[src/rtl/flash_cmd_pkg.sv]
package flash_cmd_pkg;
  localparam int FLC_AW   = 16;
  localparam int FLC_DW   = 16;
  localparam int FLC_CAW  = 11;
  localparam int FLC_NBLK = 5;
  localparam int FLC_BW   = $clog2(FLC_NBLK);

  localparam logic [FLC_NBLK-1:0][FLC_AW-1:0] FLC_BLK_BASE =
    {16'h8000, 16'h4000, 16'h3000, 16'h2000, 16'h0000};

  localparam logic [FLC_CAW-1:0] ADR_UNLK1 = 11'h555;
  localparam logic [FLC_CAW-1:0] ADR_UNLK2 = 11'h2AA;

  localparam logic [1:0] RD_ARRAY  = 2'd0;
  localparam logic [1:0] RD_ID     = 2'd1;
  localparam logic [1:0] RD_STATUS = 2'd2;

  typedef enum logic [3:0] {
    ST_READ, ST_U1, ST_U2, ST_AUTO, ST_PROG, ST_E0, ST_E1, ST_E2,
    ST_WIN, ST_BUSY, ST_SUSP, ST_ERR, ST_BYP, ST_BEXIT
  } fst_t;

  typedef struct packed {
    logic       at_unlk1;
    logic       at_unlk2;
    logic [7:0] code;
  } cmd_t;

  function automatic logic [FLC_BW-1:0] blk_of(input logic [FLC_AW-1:0] a);
    blk_of = '0;
    for (int i = 0; i < FLC_NBLK; i++)
      if (a >= FLC_BLK_BASE[i]) blk_of = FLC_BW'(i);
  endfunction
endpackage

[src/rtl/cmd_match.sv]
module cmd_match
  import flash_cmd_pkg::*;
(
  input  logic [FLC_AW-1:0] addr,
  input  logic [FLC_DW-1:0] data,
  output cmd_t              cmd
);
  logic [FLC_CAW-1:0] low_addr;

  assign low_addr     = addr[FLC_CAW-1:0];
  assign cmd.at_unlk1 = (low_addr == ADR_UNLK1);
  assign cmd.at_unlk2 = (low_addr == ADR_UNLK2);
  assign cmd.code     = data[7:0];
endmodule

[src/rtl/erase_window.sv]
module erase_window
  import flash_cmd_pkg::*;
#(
  parameter int WIN_CYC = 32
) (
  input  logic                clk,
  input  logic                rst,
  input  logic                add_en,
  input  logic [FLC_BW-1:0]   add_idx,
  input  logic                clr,
  output logic [FLC_NBLK-1:0] mask,
  output logic                expired
);
  localparam int CW = $clog2(WIN_CYC + 1);
  localparam logic [CW-1:0] LAST = CW'(WIN_CYC - 1);

  logic [CW-1:0] cnt;

  assign expired = (cnt == LAST);

  always_ff @(posedge clk) begin
    if (rst) begin
      cnt  <= '0;
      mask <= '0;
    end else begin
      if (add_en) begin
        cnt  <= '0;
        mask <= mask | (FLC_NBLK'(1) << add_idx);
      end else begin
        if (!expired) cnt <= cnt + 1'b1;
        if (clr) mask <= '0;
      end
    end
  end

  assert_window_restart_R9: assert property (@(posedge clk) disable iff (rst)
    add_en |=> !expired);
  assert_window_grows_R9: assert property (@(posedge clk) disable iff (rst)
    add_en |=> mask[$past(add_idx)]);
endmodule

[src/rtl/id_read.sv]
module id_read
  import flash_cmd_pkg::*;
#(
  parameter logic [FLC_DW-1:0] MFR_CODE = 16'h0020,
  parameter logic [FLC_DW-1:0] DEV_CODE = 16'h0097
) (
  input  logic                clk,
  input  logic                rst,
  input  logic [FLC_AW-1:0]   rd_addr,
  input  logic [FLC_NBLK-1:0] prot,
  output logic [FLC_DW-1:0]   id_word
);
  logic [FLC_DW-1:0] nxt_word;

  always_comb begin
    case (rd_addr[1:0])
      2'b00:   nxt_word = MFR_CODE;
      2'b01:   nxt_word = DEV_CODE;
      2'b10:   nxt_word = {{(FLC_DW-1){1'b0}}, prot[blk_of(rd_addr)]};
      default: nxt_word = '0;
    endcase
  end

  always_ff @(posedge clk) begin
    if (rst) id_word <= '0;
    else     id_word <= nxt_word;
  end

  assert_protect_word_R4: assert property (@(posedge clk) disable iff (rst)
    $past(rd_addr[1:0]) == 2'b10 |-> id_word[FLC_DW-1:1] == '0);
endmodule

[src/rtl/flash_cmd_decoder.sv]
module flash_cmd_decoder
  import flash_cmd_pkg::*;
#(
  parameter int                WIN_CYC  = 32,
  parameter logic [FLC_DW-1:0] MFR_CODE = 16'h0020,
  parameter logic [FLC_DW-1:0] DEV_CODE = 16'h0097
) (
  input  logic                clk,
  input  logic                rst,
  input  logic                wr_valid,
  input  logic [FLC_AW-1:0]   wr_addr,
  input  logic [FLC_DW-1:0]   wr_data,
  input  logic [FLC_AW-1:0]   rd_addr,
  input  logic [FLC_NBLK-1:0] prot,
  input  logic                eng_done,
  input  logic                eng_fail,
  output logic                start_prog,
  output logic [FLC_AW-1:0]   op_addr,
  output logic [FLC_DW-1:0]   op_data,
  output logic                start_erase,
  output logic [FLC_NBLK-1:0] erase_mask,
  output logic                abort_req,
  output logic                suspend_req,
  output logic                resume_req,
  output logic                win_closed,
  output logic                bypass_on,
  output logic [1:0]          rd_sel,
  output logic [FLC_DW-1:0]   id_word
);
  cmd_t                cmd;
  fst_t                st, nxt;
  logic                erase_op, nerase_op, nbyp;
  logic                p_prog, p_erase, p_abort, p_susp, p_res, p_win;
  logic                w_add, w_clr, w_exp;
  logic [FLC_NBLK-1:0] w_mask, n_mask, unprot;
  logic [1:0]          n_sel;

  cmd_match u_match (.addr(wr_addr), .data(wr_data), .cmd(cmd));

  erase_window #(.WIN_CYC(WIN_CYC)) u_win (
    .clk(clk), .rst(rst), .add_en(w_add), .add_idx(blk_of(wr_addr)),
    .clr(w_clr), .mask(w_mask), .expired(w_exp));

  id_read #(.MFR_CODE(MFR_CODE), .DEV_CODE(DEV_CODE)) u_id (
    .clk(clk), .rst(rst), .rd_addr(rd_addr), .prot(prot), .id_word(id_word));

  assign unprot = ~prot;

  always_comb begin
    nxt = st; nerase_op = erase_op; nbyp = bypass_on;
    p_prog = 1'b0; p_erase = 1'b0; p_abort = 1'b0; p_susp = 1'b0;
    p_res = 1'b0; p_win = 1'b0; w_add = 1'b0; w_clr = 1'b0;
    n_mask = '0;
    case (st)
      ST_READ, ST_AUTO: if (wr_valid) begin
        if (cmd.code == 8'hF0)                     nxt = ST_READ;
        else if (cmd.at_unlk1 && cmd.code == 8'hAA) nxt = ST_U1;
        else                                       nxt = ST_READ;
      end
      ST_U1: if (wr_valid)
        nxt = (cmd.at_unlk2 && cmd.code == 8'h55) ? ST_U2 : ST_READ;
      ST_U2: if (wr_valid) begin
        nxt = ST_READ;
        if (cmd.at_unlk1) begin
          case (cmd.code)
            8'h90: nxt = ST_AUTO;
            8'hA0: nxt = ST_PROG;
            8'h80: nxt = ST_E0;
            8'h20: begin nxt = ST_BYP; nbyp = 1'b1; end
            default: nxt = ST_READ;
          endcase
        end
      end
      ST_PROG: if (wr_valid) begin
        if (prot[blk_of(wr_addr)]) begin
          nxt = bypass_on ? ST_BYP : ST_READ;
        end else begin
          p_prog = 1'b1; nerase_op = 1'b0; nxt = ST_BUSY;
        end
      end
      ST_E0: if (wr_valid)
        nxt = (cmd.at_unlk1 && cmd.code == 8'hAA) ? ST_E1 : ST_READ;
      ST_E1: if (wr_valid)
        nxt = (cmd.at_unlk2 && cmd.code == 8'h55) ? ST_E2 : ST_READ;
      ST_E2: if (wr_valid) begin
        nxt = ST_READ;
        if (cmd.at_unlk1 && cmd.code == 8'h10) begin
          if (unprot != '0) begin
            p_erase = 1'b1; n_mask = unprot; nerase_op = 1'b1; nxt = ST_BUSY;
          end
        end else if (cmd.code == 8'h30) begin
          w_add = 1'b1; nxt = ST_WIN;
        end
      end
      ST_WIN: begin
        if (wr_valid) begin
          if (cmd.code == 8'h30) w_add = 1'b1;
          else begin w_clr = 1'b1; nxt = ST_READ; end
        end else if (w_exp) begin
          w_clr = 1'b1;
          nxt   = ST_READ;
          if ((w_mask & unprot) != '0) begin
            p_erase = 1'b1; p_win = 1'b1; n_mask = w_mask & unprot;
            nerase_op = 1'b1; nxt = ST_BUSY;
          end
        end
      end
      ST_BUSY: begin
        if (eng_done) begin
          if (eng_fail)       nxt = ST_ERR;
          else if (bypass_on) nxt = ST_BYP;
          else                nxt = ST_READ;
        end else if (wr_valid && erase_op && cmd.code == 8'hB0) begin
          p_susp = 1'b1; nxt = ST_SUSP;
        end
      end
      ST_SUSP: if (wr_valid && cmd.code == 8'h30) begin
        p_res = 1'b1; nxt = ST_BUSY;
      end
      ST_ERR: if (wr_valid && cmd.code == 8'hF0) begin
        p_abort = 1'b1;
        nxt = bypass_on ? ST_BYP : ST_READ;
      end
      ST_BYP: if (wr_valid) begin
        if (cmd.code == 8'hA0)      nxt = ST_PROG;
        else if (cmd.code == 8'h90) nxt = ST_BEXIT;
      end
      ST_BEXIT: if (wr_valid) begin
        if (cmd.code == 8'h00) begin nxt = ST_READ; nbyp = 1'b0; end
        else                        nxt = ST_BYP;
      end
      default: nxt = ST_READ;
    endcase
  end

  always_comb begin
    case (nxt)
      ST_AUTO:                 n_sel = RD_ID;
      ST_BUSY, ST_ERR, ST_WIN: n_sel = RD_STATUS;
      default:                 n_sel = RD_ARRAY;
    endcase
  end

  always_ff @(posedge clk) begin
    if (rst) begin
      st          <= ST_READ;
      erase_op    <= 1'b0;
      bypass_on   <= 1'b0;
      start_prog  <= 1'b0;
      start_erase <= 1'b0;
      abort_req   <= 1'b0;
      suspend_req <= 1'b0;
      resume_req  <= 1'b0;
      win_closed  <= 1'b0;
      rd_sel      <= RD_ARRAY;
      op_addr     <= '0;
      op_data     <= '0;
      erase_mask  <= '0;
    end else begin
      st          <= nxt;
      erase_op    <= nerase_op;
      bypass_on   <= nbyp;
      start_prog  <= p_prog;
      start_erase <= p_erase;
      abort_req   <= p_abort;
      suspend_req <= p_susp;
      resume_req  <= p_res;
      rd_sel      <= n_sel;
      if (p_prog) begin
        op_addr <= wr_addr;
        op_data <= wr_data;
      end
      if (p_erase) erase_mask <= n_mask;
      if (p_win) win_closed <= 1'b1;
      else if (st == ST_BUSY && eng_done) win_closed <= 1'b0;
    end
  end

  assert_prog_status_R5: assert property (@(posedge clk) disable iff (rst)
    start_prog |-> rd_sel == RD_STATUS);
  assert_erase_nonempty_R8: assert property (@(posedge clk) disable iff (rst)
    start_erase |-> (erase_mask != '0 && rd_sel == RD_STATUS));
  assert_suspend_array_R10: assert property (@(posedge clk) disable iff (rst)
    suspend_req |-> rd_sel == RD_ARRAY);
  assert_resume_status_R10: assert property (@(posedge clk) disable iff (rst)
    resume_req |-> rd_sel == RD_STATUS);
  assert_one_request_R11: assert property (@(posedge clk) disable iff (rst)
    $onehot0({start_prog, start_erase, abort_req, suspend_req, resume_req}));
  assert_bypass_entry_R7: assert property (@(posedge clk) disable iff (rst)
    $rose(bypass_on) |-> $past(wr_valid));
  assert_window_flag_R9: assert property (@(posedge clk) disable iff (rst)
    $rose(win_closed) |-> start_erase);
endmodule

[config.mk]
export PLATFORM = sky130hd
export DESIGN_NAME = flash_cmd_decoder
export DESIGN_NICKNAME = d
export VERILOG_FILES = /design/src/rtl/flash_cmd_pkg.sv /design/src/rtl/cmd_match.sv /design/src/rtl/erase_window.sv /design/src/rtl/id_read.sv /design/src/rtl/flash_cmd_decoder.sv
export SDC_FILE = /design/constraint.sdc
export NUM_CORES = 1
export LEC_CHECK = 0
export BUFFER_PORTS_ARGS = -buffer_cell sky130_fd_sc_hd__buf_2
export CAP_MARGIN = 20
export CELL_PAD_IN_SITES_DETAIL_PLACEMENT = 1
export CELL_PAD_IN_SITES_GLOBAL_PLACEMENT = 1
export CORE_MARGIN = 8
export CORE_UTILIZATION = 35
export CTS_BUF_LIST = sky130_fd_sc_hd__clkbuf_8
export DETAILED_ROUTE_END_ITERATION = 6
export PLACE_DENSITY = 0.88
export SYNTH_ARGS = -nofsm -noshare
export SYNTH_HDL_FRONTEND = slang
export SYNTH_SLANG_ARGS = --single-unit
[constraint.sdc]
create_clock -name clk -period 7.1 [get_ports clk]
set_input_delay 1.065 -clock clk [delete_from_list [all_inputs] [get_ports clk]]
set_output_delay 1.065 -clock clk [all_outputs]
set_load 0.01 [all_outputs]
==> results.yml, run 1 <==
sta:
  finClkSkew_ns: 0.01074
  clock.fmax_mhz: 321.4
  min_period_over_period_pct: 43.82
  finalSetupViolations: 0
  hold_viol_final: 0
  tightestPinTransition_ns: 1.014
  fin_setup_tns_ns: 0
  setup_slack_ns: 3.989
  slew_headroom_pct: 32.18
  drv_slew: 0
  min_period_ns: 3.111
  rsz0062_at_grt: "no"
power_and_ir_drop:
  power_leakage_nw: 1.949
  seq_power_share_pct: 50.6
  combPwrFrac_pct: 8.6
  ir_worst_vdd_v: 0.00007402
  sw_frac_of_total_pct: 27.90
  power_mw: 0.7306
  switchingPower_mw: 0.2038
  power.share.clock_pct: 40.8
  p_int_mw: 0.5268
  p_per_area_nw_per_um2: 177.5
synth:
  ys_seq_elements: 65
  synth_edf_count: 0
  synth_top_area_share_pct: 38.07
  synth_cells: 394
  yosysSeqAreaShare_pct: 38.07
  syn_area_um2: 3418
  postSynth.asyncResetShare_pct: 0
  avgSynthCellArea_um2: 8.676
  ys_top_cells_by_area: "dfxtp_1 38%, mux2i_1 11%, nor2_1 7.5%, buf_4 2.9%, a21oi_1 2.6%"
  synth_flop_cell: "dfxtp_1"
  synth_cell_types: 63
  yosysWarnings: 0
  synth_area_leader_cell: "dfxtp_1"
worst_setup_path:
  cp_num_buf_inv: 1
  reg2reg_to: "rd_sel[1]"
  path_delay_family: "simple AND/OR/NAND/NOR gates"
  cp_max_fo: 33
  crit_type: "in2reg"
  worstPathRequired_ns: 7.32
  arrival_ns: 3.33
  reg2regPathDepth: 6
  startpoint: "wr_addr[13]"
  slowest_stage: "nand2_2"
  start_kind: "input pin"
  rr_startpoint: "st[1]"
  end_kind: "flip-flop"
  crit_chain: "buf_2 -> or3b_2 -> a31oi_1 -> nor3_1 -> nand2_2 -> mux2i_1 -> nor2_1"
  crit_end: "op_addr[6]"
  cpPeakStageDelay_ns: 0.76
  r2r_slack_ns: 4.12
  path_depth: 7
floorplanning:
  initial_core_util_pct: 35.46
  core_area_um2: 9639
  fp.dieW_um: 114.8
  io_pins: 120
  fp-row-count: 36
  dieHeight_um: 114.8
  dieArea_um2: 13180
clock_network:
  cts-root-buf: "clkbuf_8"
  clock-sinks: 65
  cts_setup_buffers: 0
  clk_pin_slew_ns: 0.08
  clock_latency_ns: 0.36
  cts_tree: "yes"
  cts_buffers: 9
  cts.htree.levels: 3
  postCtsHoldBufs: 0
  cts.repair.resized: 0
  clockBufferDepth: 2
drt:
  drt-initial-drc-count: 215
  ant_nets: 0
  drt_pass1_iterations: 5
  drc: 0
  viasPerCell: 5.383
  via_count: 3332
  post_drt_wl_per_cell_um: 18.28
  routed_wl_mm: 11.32
global_routing:
  gr-total-overflow: 0
  grtUsageTotal_pct: 17.20
  grt_pass1_vias: 3539
  grt_pass1_wl_mm: 18.13
  antenna_found_initial: 0
  grt_max_degree: 55
final_layout:
  n_antenna_cell: 0
  n_fill_cell: 1231
  final_area_um2: 4115
  drive_gt1_share_pct: 27.37
  final_nets: 540
  area_growth_syn_to_layout_pct: 20.39
placement:
  pre_cts_slack_ns: 3.626
  place_congestion: 0.9462
  hpwl_mm: 8.619
  placed_area_um2: 3938
  io_buffers: 99
outcome:
  status: "finished clean"
job:
  cap_violations: 0
min_path:
  hold_path_class: "reg2reg"
==> worst min path at each step <==
| stage | to | slack, ns | from | depth (start not counted) |
|---|---|---|---|---|
| floorplan | u_win.mask[0] | 0.44 | u_win.mask[0] | 2 |
| global placement | u_win.cnt[1] | 0.46 | u_win.cnt[1] | 2 |
| detailed placement | u_win.cnt[1] | 0.47 | u_win.cnt[1] | 2 |
| CTS | u_win.cnt[1] | 0.48 | u_win.cnt[1] | 2 |
| global route | u_win.cnt[1] | 0.51 | u_win.cnt[1] | 2 |
| finish | u_win.cnt[1] | 0.48 | u_win.cnt[1] | 2 |
==> layer usage <==
layer / wire, um / track usage, % / vias to the layer above
li1: - / - / 1577
met1: 4698 / 19.68 / 1614
met2: 5413 / 28.46 / 122
met3: 992 / 6.985 / 19
met4: 210 / 5.954 / 0
met5: 0 / 0 / -
==> power groups by stage <==
stage               combinational, mW  clock, mW  sequential, mW
floorplan                      0.0378          0           0.378
global placement               0.0608          0           0.378
detailed placement             0.0625          0           0.378
CTS                            0.0628      0.306           0.370
global route                   0.0692      0.324           0.370
finish                         0.0631      0.298           0.370
==> stage by stage <==
| step | util (%) | hold WS, ns | cells |
|---|---|---|---|
| after floorplan | - | 0.4445 | 403 |
| after global placement | 40.85 | 0.4623 | 603 |
| after detailed placement | 40.85 | 0.4729 | 603 |
| after CTS | 42.69 | 0.4833 | 619 |
| after global routing | 42.69 | 0.5137 | 619 |
| final | 42.69 | 0.4833 | 619 |
==> state kept, by name, indices dropped and copies added (netlist names), 2 cells and up <==
register,count
op_addr,16
op_data,16
u_win.cnt,6
erase_mask,5
u_win.mask,5
st,4
u_id.id_word,3
rd_sel,2
==> worst min-delay path, cell delays in order (launching register included) <==
cell and delay (ns):
dfxtp_1 0.33, nand2_1 0.06, a21oi_1 0.05
==> synth_stat cells (4+ instances only) <==
| library cell | count |
|---|---|
| nor2_1 | 68 |
| buf_2 | 5 |
| inv_1 | 14 |
| dfxtp_1 | 65 |
| nand4_1 | 9 |
| a31oi_1 | 7 |
| nor4_1 | 4 |
| nand2b_1 | 6 |
| nor4bb_1 | 4 |
| clkbuf_1 | 14 |
| nor3b_1 | 4 |
| nand3_1 | 11 |
| o21ai_0 | 8 |
| nor3_1 | 6 |
| nand2_1 | 21 |
| nor2b_1 | 8 |
| mux2i_1 | 36 |
| a21oi_1 | 18 |
| buf_4 | 13 |
==> layout make-up <==
| cell class | count | area, um^2 | area share, % |
|---|---|---|---|
| inverters | 14 | 52.55 | 1.277 |
| flip-flops and latches | 65 | 1301 | 31.62 |
| well taps | 133 | 166.4 | 4.044 |
| multi-input cells | 291 | 1914 | 46.52 |
| clock buffers | 10 | 137.6 | 3.344 |
| repair buffers | 100 | 503.0 | 12.22 |
| clock inverters | 6 | 40.04 | 0.9729 |
==> kinds of logic after synthesis <==
kind of cell | share of synthesized area [%]
AO/OA/AOI/OAI | 15.26
XOR/XNOR | 0.7688
adder cells (fa/ha/maj) | 0.3660
buffers and inverters | 6.991
flip-flops | 38.07
multiplexers | 10.54
other | 0.1097
AND/OR/NAND/NOR | 27.89
==> cell usage in the layout, fill, tap and decap left out, types with 4 or more instances in the layout <==
master / n
buf_2: 99
nor2_1: 68
dfxtp_1: 65
mux2i_1: 36
nand2_1: 20
a21oi_1: 18
inv_1: 14
nand3_1: 11
conb_1: 10
clkbuf_8: 10
nand4_1: 9
nor2b_1: 8
o21ai_0: 8
a31oi_1: 7
nor3_1: 6
nand2b_1: 6
nor3b_1: 4
nor4bb_1: 4
nor4_1: 4
Note: power is estimated with default switching activity, not from simulation.
==> inputs of run 2 (changes only) <==
Settings changed: ABC_AREA from default to 1, CORE_UTILIZATION 35 to 33, PLACE_DENSITY 0.88 to 0.9.
Clock period 7.1 ns to 2.51 ns, I/O delays scaled along.
==> results.yml, run 2 <==
clock_network:
  clockBufferDepth: 2
  clock_latency_ns: 0.35
  cts.repair.resized: 0
  cts_tree: "yes"
  cts-root-buf: "clkbuf_8"
  clock-sinks: 65
  cts.htree.levels: 3
  cts_setup_buffers: 0
  clk_pin_slew_ns: 0.07
  postCtsHoldBufs: 0
  cts_buffers: 9
final_layout:
  final_area_um2: 4365
  reg_top3: "op_addr x16, op_data x16, u_win.cnt x6"
  mostFrequentLayoutCells: "145 x nand2_1, 99 x buf_2, 65 x dfxtp_1"
  layout_commonest_cell: "nand2_1"
  drive_gt1_share_pct: 25.70
  area_growth_syn_to_layout_pct: 19.49
  final_nets: 698
  final_util_pct: 40.27
synth:
  avgSynthCellArea_um2: 6.716
  yosysWarnings: 0
  ys_seq_elements: 65
  ys_top_cells_by_count: "145 x nand2_1, 65 x dfxtp_1, 58 x nor2_1"
  yosysSeqAreaShare_pct: 35.62
  synth_top_area_share_pct: 35.62
  syn_area_um2: 3654
  synth_cell_types: 42
  postSynth.asyncResetShare_pct: 0
  synth_cells: 544
  ys_top_cells_by_area: "dfxtp_1 36%, nand2_1 15%, a21oi_1 7.4%, nor2_1 6.0%, nand3_1 5.2%"
  synth_flop_cell: "dfxtp_1"
  yosysMostFrequentCell: "nand2_1"
  synth_edf_count: 0
  synth_area_leader_cell: "dfxtp_1"
sta:
  rsz0062_at_grt: "no"
  min_period_over_period_pct: 78.79
  clock.fmax_mhz: 505.7
  setup_slack_ns: 0.5324
  drv_slew: 0
  finClkSkew_ns: 0.006414
  tightestPinTransition_ns: 0.7040
  min_period_ns: 1.978
  fin_setup_tns_ns: 0
  slew_headroom_pct: 52.57
  hold_viol_final: 0
  finalSetupViolations: 0
drt:
  drt-initial-drc-count: 169
  drt_pass1_iterations: 4
  via_count: 3952
  viasPerCell: 5.047
  drc: 0
  ant_nets: 0
  routed_wl_mm: 12.63
  post_drt_wl_per_cell_um: 16.13
placement:
  place_congestion: 0.9170
  placed_area_um2: 4179
  hpwl_mm: 10.04
  io_buffers: 99
  pre_cts_slack_ns: 0.3640
worst_setup_path:
  reg2regPathDepth: 13
  start_kind: "flip-flop"
  end_kind: "flip-flop"
  cp_max_fo: 7
  worstPathRequired_ns: 2.79
  crit_type: "reg2reg"
  arrival_ns: 2.26
global_routing:
  grt_pass1_wl_mm: 20.93
  grt_pass1_vias: 4193
  grt_max_degree: 44
  antenna_found_initial: 1
  gr-total-overflow: 0
  grtUsageTotal_pct: 17.53
min_path:
  hold_path_class: "in2reg"
  min_path_cells: 2
floorplanning:
  io_pins: 120
  dieHeight_um: 121.2
  initial_core_util_pct: 33.70
  core_area_um2: 10840
  dieArea_um2: 14690
  fp-row-count: 38
  fp.dieW_um: 121.2
outcome:
  status: "finished clean"
power_and_ir_drop:
  p_per_area_nw_per_um2: 487.4
  power_leakage_nw: 1.997
  ir_worst_vdd_v: 0.0002559
job:
  cap_violations: 0
[run 2: cell count changes after synthesis, sizes merged, moves of 4 or more]
cell    change
nand2     +128
inv        +44
a21oi      +37
mux2i      -36
nand3      +27
o21ai      +20
clkbuf      -9
nor2b       -8
nand2b      -6
nor2        +5
nor4        -5
nand4       +4
nor4bb      -4
[run 2: cell families after synthesis]
family                     share of synthesized area [%]
and+or+nand+nor                                    36.30
AOI/OAI and AO/OA                                  15.62
buffers and inverters                              11.54
DFF                                                35.62
xor gates and xnor gates                          0.4795
adders and majority gates                         0.3424
other                                             0.1026
[run 2: where the power goes]
group,switching (mW),internal [mW]
clock,0.405,0.470
combinational,0.143,0.0666
sequential,0.00571,1.04
total,0.553,1.57
[run 2: routing by layer]
metal	vias to the layer above	global-route usage, %	routed length (um)
met3	26	5.072	830
met2	104	30.19	6244
met5	-	0	0
met4	0	7.479	323
li1	1942	-	-
met1	1880	19.79	5229
[run 2: final timing paths]
check                                   from              end  slack [ns]
worst min register to register   op_addr[11]      op_addr[11]        0.46
worst max-delay path            u_win.cnt[0]        rd_sel[0]        0.53
worst max register to register  u_win.cnt[0]        rd_sel[0]        0.53
worst min-delay path              rd_addr[1]  u_id.id_word[5]        0.21
[run 2: layout make-up]
class | count | area [um^2]
Fill cell | 1465 | 6475
Multi-Input combinational cell | 403 | 1964
Sequential cell | 65 | 1301
Timing Repair Buffer | 102 | 518.0
Inverter | 58 | 220.2
Tap cell | 140 | 175.2
Clock buffer | 10 | 137.6
Clock inverter | 4 | 46.29
Antenna cell | 1 | 2.502
[run 2: stage by stage]
step                      std cells  hold slack (ns)  total power, mW
after global placement          768           0.4510            1.264
final                           783           0.2110            2.128
after floorplan                 553           0.4314            1.196
after detailed placement        768           0.4560            1.275
after CTS                       782           0.1965            2.152
after global routing            783           0.2154            2.217
[run 2: worst max-delay path: stages (launching register included)]
cell and delay (ns):
dfxtp_1 0.37, ha_1 0.17, inv_1 0.06, nor2_1 0.12, nand2_1 0.11, nor2_4 0.20, nand2_2 0.12, nor2_4 0.17
o21ai_2 0.15, nand3b_1 0.12, nor2_1 0.07, nand3_1 0.08, nand3_1 0.08, nor2_1 0.10
==> inputs of run 3 (changes only) <==
Settings changed: CORE_UTILIZATION 33 to 35, PLACE_DENSITY 0.9 to 0.91.
Clock period 2.51 ns to 1.9 ns, I/O delays scaled along.
==> results.yml, run 3 (same netlist as run 2, synthesis figures left out) <==
floorplanning:
  initial_core_util_pct: 35.71
  io_pins: 120
  fp-row-count: 37
  fp.dieW_um: 118.2
  dieArea_um2: 13960
  core_area_um2: 10230
  dieHeight_um: 118.2
clock_network:
  cts_tree: "yes"
  cts-root-buf: "clkbuf_8"
  cts.htree.levels: 3
  clk_pin_slew_ns: 0.07
  clock-sinks: 65
  clockBufferDepth: 2
  postCtsHoldBufs: 0
  clock_latency_ns: 0.35
  cts_buffers: 9
final_layout:
  mostFrequentLayoutCells: "143 x nand2_1, 99 x buf_2, 63 x dfxtp_1"
  n_antenna_cell: 0
  layout_commonest_cell: "nand2_1"
  drive_gt1_share_pct: 28.53
  area_growth_syn_to_layout_pct: 22.81
  final_nets: 716
  reg_top3: "op_addr x16, op_data x16, u_win.cnt x6"
  final_util_pct: 43.85
  final_area_um2: 4487
power_and_ir_drop:
  ir_worst_vdd_v: 0.0003403
  combPwrFrac_pct: 10.9
  power.share.clock_pct: 37.3
  switchingPower_mw: 0.7209
  seq_power_share_pct: 51.8
  p_int_mw: 1.947
  power_leakage_nw: 2.082
  sw_frac_of_total_pct: 27.02
  power_mw: 2.668
  p_per_area_nw_per_um2: 594.6
placement:
  placed_area_um2: 4302
  place_congestion: 0.8798
  pre_cts_slack_ns: -0.05444
  io_buffers: 99
  hpwl_mm: 10.31
drt:
  drc: 0
  via_count: 3984
  drt_pass1_iterations: 4
  ant_nets: 0
  viasPerCell: 5.011
  post_drt_wl_per_cell_um: 16.07
  drt-initial-drc-count: 141
  routed_wl_mm: 12.78
worst_setup_path:
  arrival_ns: 1.98
  start_kind: "flip-flop"
  cp_max_fo: 7
  end_kind: "flip-flop"
  crit_type: "reg2reg"
  worstPathRequired_ns: 2.12
global_routing:
  grt_pass1_wl_mm: 21.16
  grtUsageTotal_pct: 18.38
  gr-total-overflow: 0
  antenna_found_initial: 0
  grt_max_degree: 37
  grt_pass1_vias: 4374
min_path:
  hold_path_class: "in2reg"
sta:
  min_period_over_period_pct: 92.51
  hold_viol_final: 0
  finalSetupViolations: 0
  setup_slack_ns: 0.1423
  min_period_ns: 1.758
  fin_hold_ws_ns: 0.1126
  finClkSkew_ns: 0.007260
  rsz0062_at_grt: "yes"
  drv_slew: 0
  clock.fmax_mhz: 568.9
job:
  cap_violations: 0
outcome:
  status: "finished clean"
==> run 3: power groups by stage <==
stage          Sequential (mW)  Clock (mW)  Combinational [mW]
5_1_grt                   1.38        1.07               0.322
2_1_floorplan             1.41           0               0.168
3_5_place_dp              1.41           0               0.287
4_1_cts                   1.38        1.02               0.289
6_report                  1.38       0.996               0.290
3_3_place_gp              1.41           0               0.273
==> run 3: metal layers <==
| metal | vias to the layer above | part of all wire [%] | GRT usage (%) |
|---|---|---|---|
| met3 | 22 | 6.0 | 5.283 |
| met2 | 103 | 49 | 31.44 |
| met1 | 1888 | 43 | 21.30 |
| li1 | 1971 | - | - |
| met5 | - | 0 | 0 |
| met4 | 0 | 2.0 | 7.046 |
==> run 3: path summary, 6_finish.rpt <==
check	startpoint	endpoint	slack [ns]	depth (start not counted)
worst max-delay path	st[1]	erase_mask[4]	0.14	9
worst min-delay path	rd_addr[1]	u_id.id_word[5]	0.11	2
worst max register to register	st[1]	erase_mask[4]	0.14	9
worst min register to register	op_data[8]	op_data[8]	0.46	2
==> run 3: worst max-delay path, stage by stage, from the launching register on <==
cell and delay (ns):
dfxtp_1 0.40, nand2_1 0.16, nor2_2 0.29, inv_2 0.11, nor3_4 0.24, nand2_2 0.10, nand2_4 0.11, inv_2 0.07
nand2_1 0.07, a31oi_1 0.07
==> run 3: through the flow <==
stage,cells,TNS [ns]
floorplan,553,0
global placement,781,0
detailed placement,781,-0.1227
CTS,795,0
global route,795,-0.04902
finish,795,0
==> run 3: layout make-up <==
cell class / instances / area (um^2)
clock buffers: 10 / 137.6
clock inverters: 3 / 12.51
fillers: 1395 / 5744
inverters: 58 / 220.2
multi-input cells: 403 / 1989
flip-flops and latches: 65 / 1304
well taps: 136 / 170.2
repair buffers: 120 / 653.1
==> run 3: timing repair <==
action,CTS,global route
gates resized for setup,0,10
endpoints found under the setup margin,1,14
buffers inserted,1,0
pin swaps,1,1
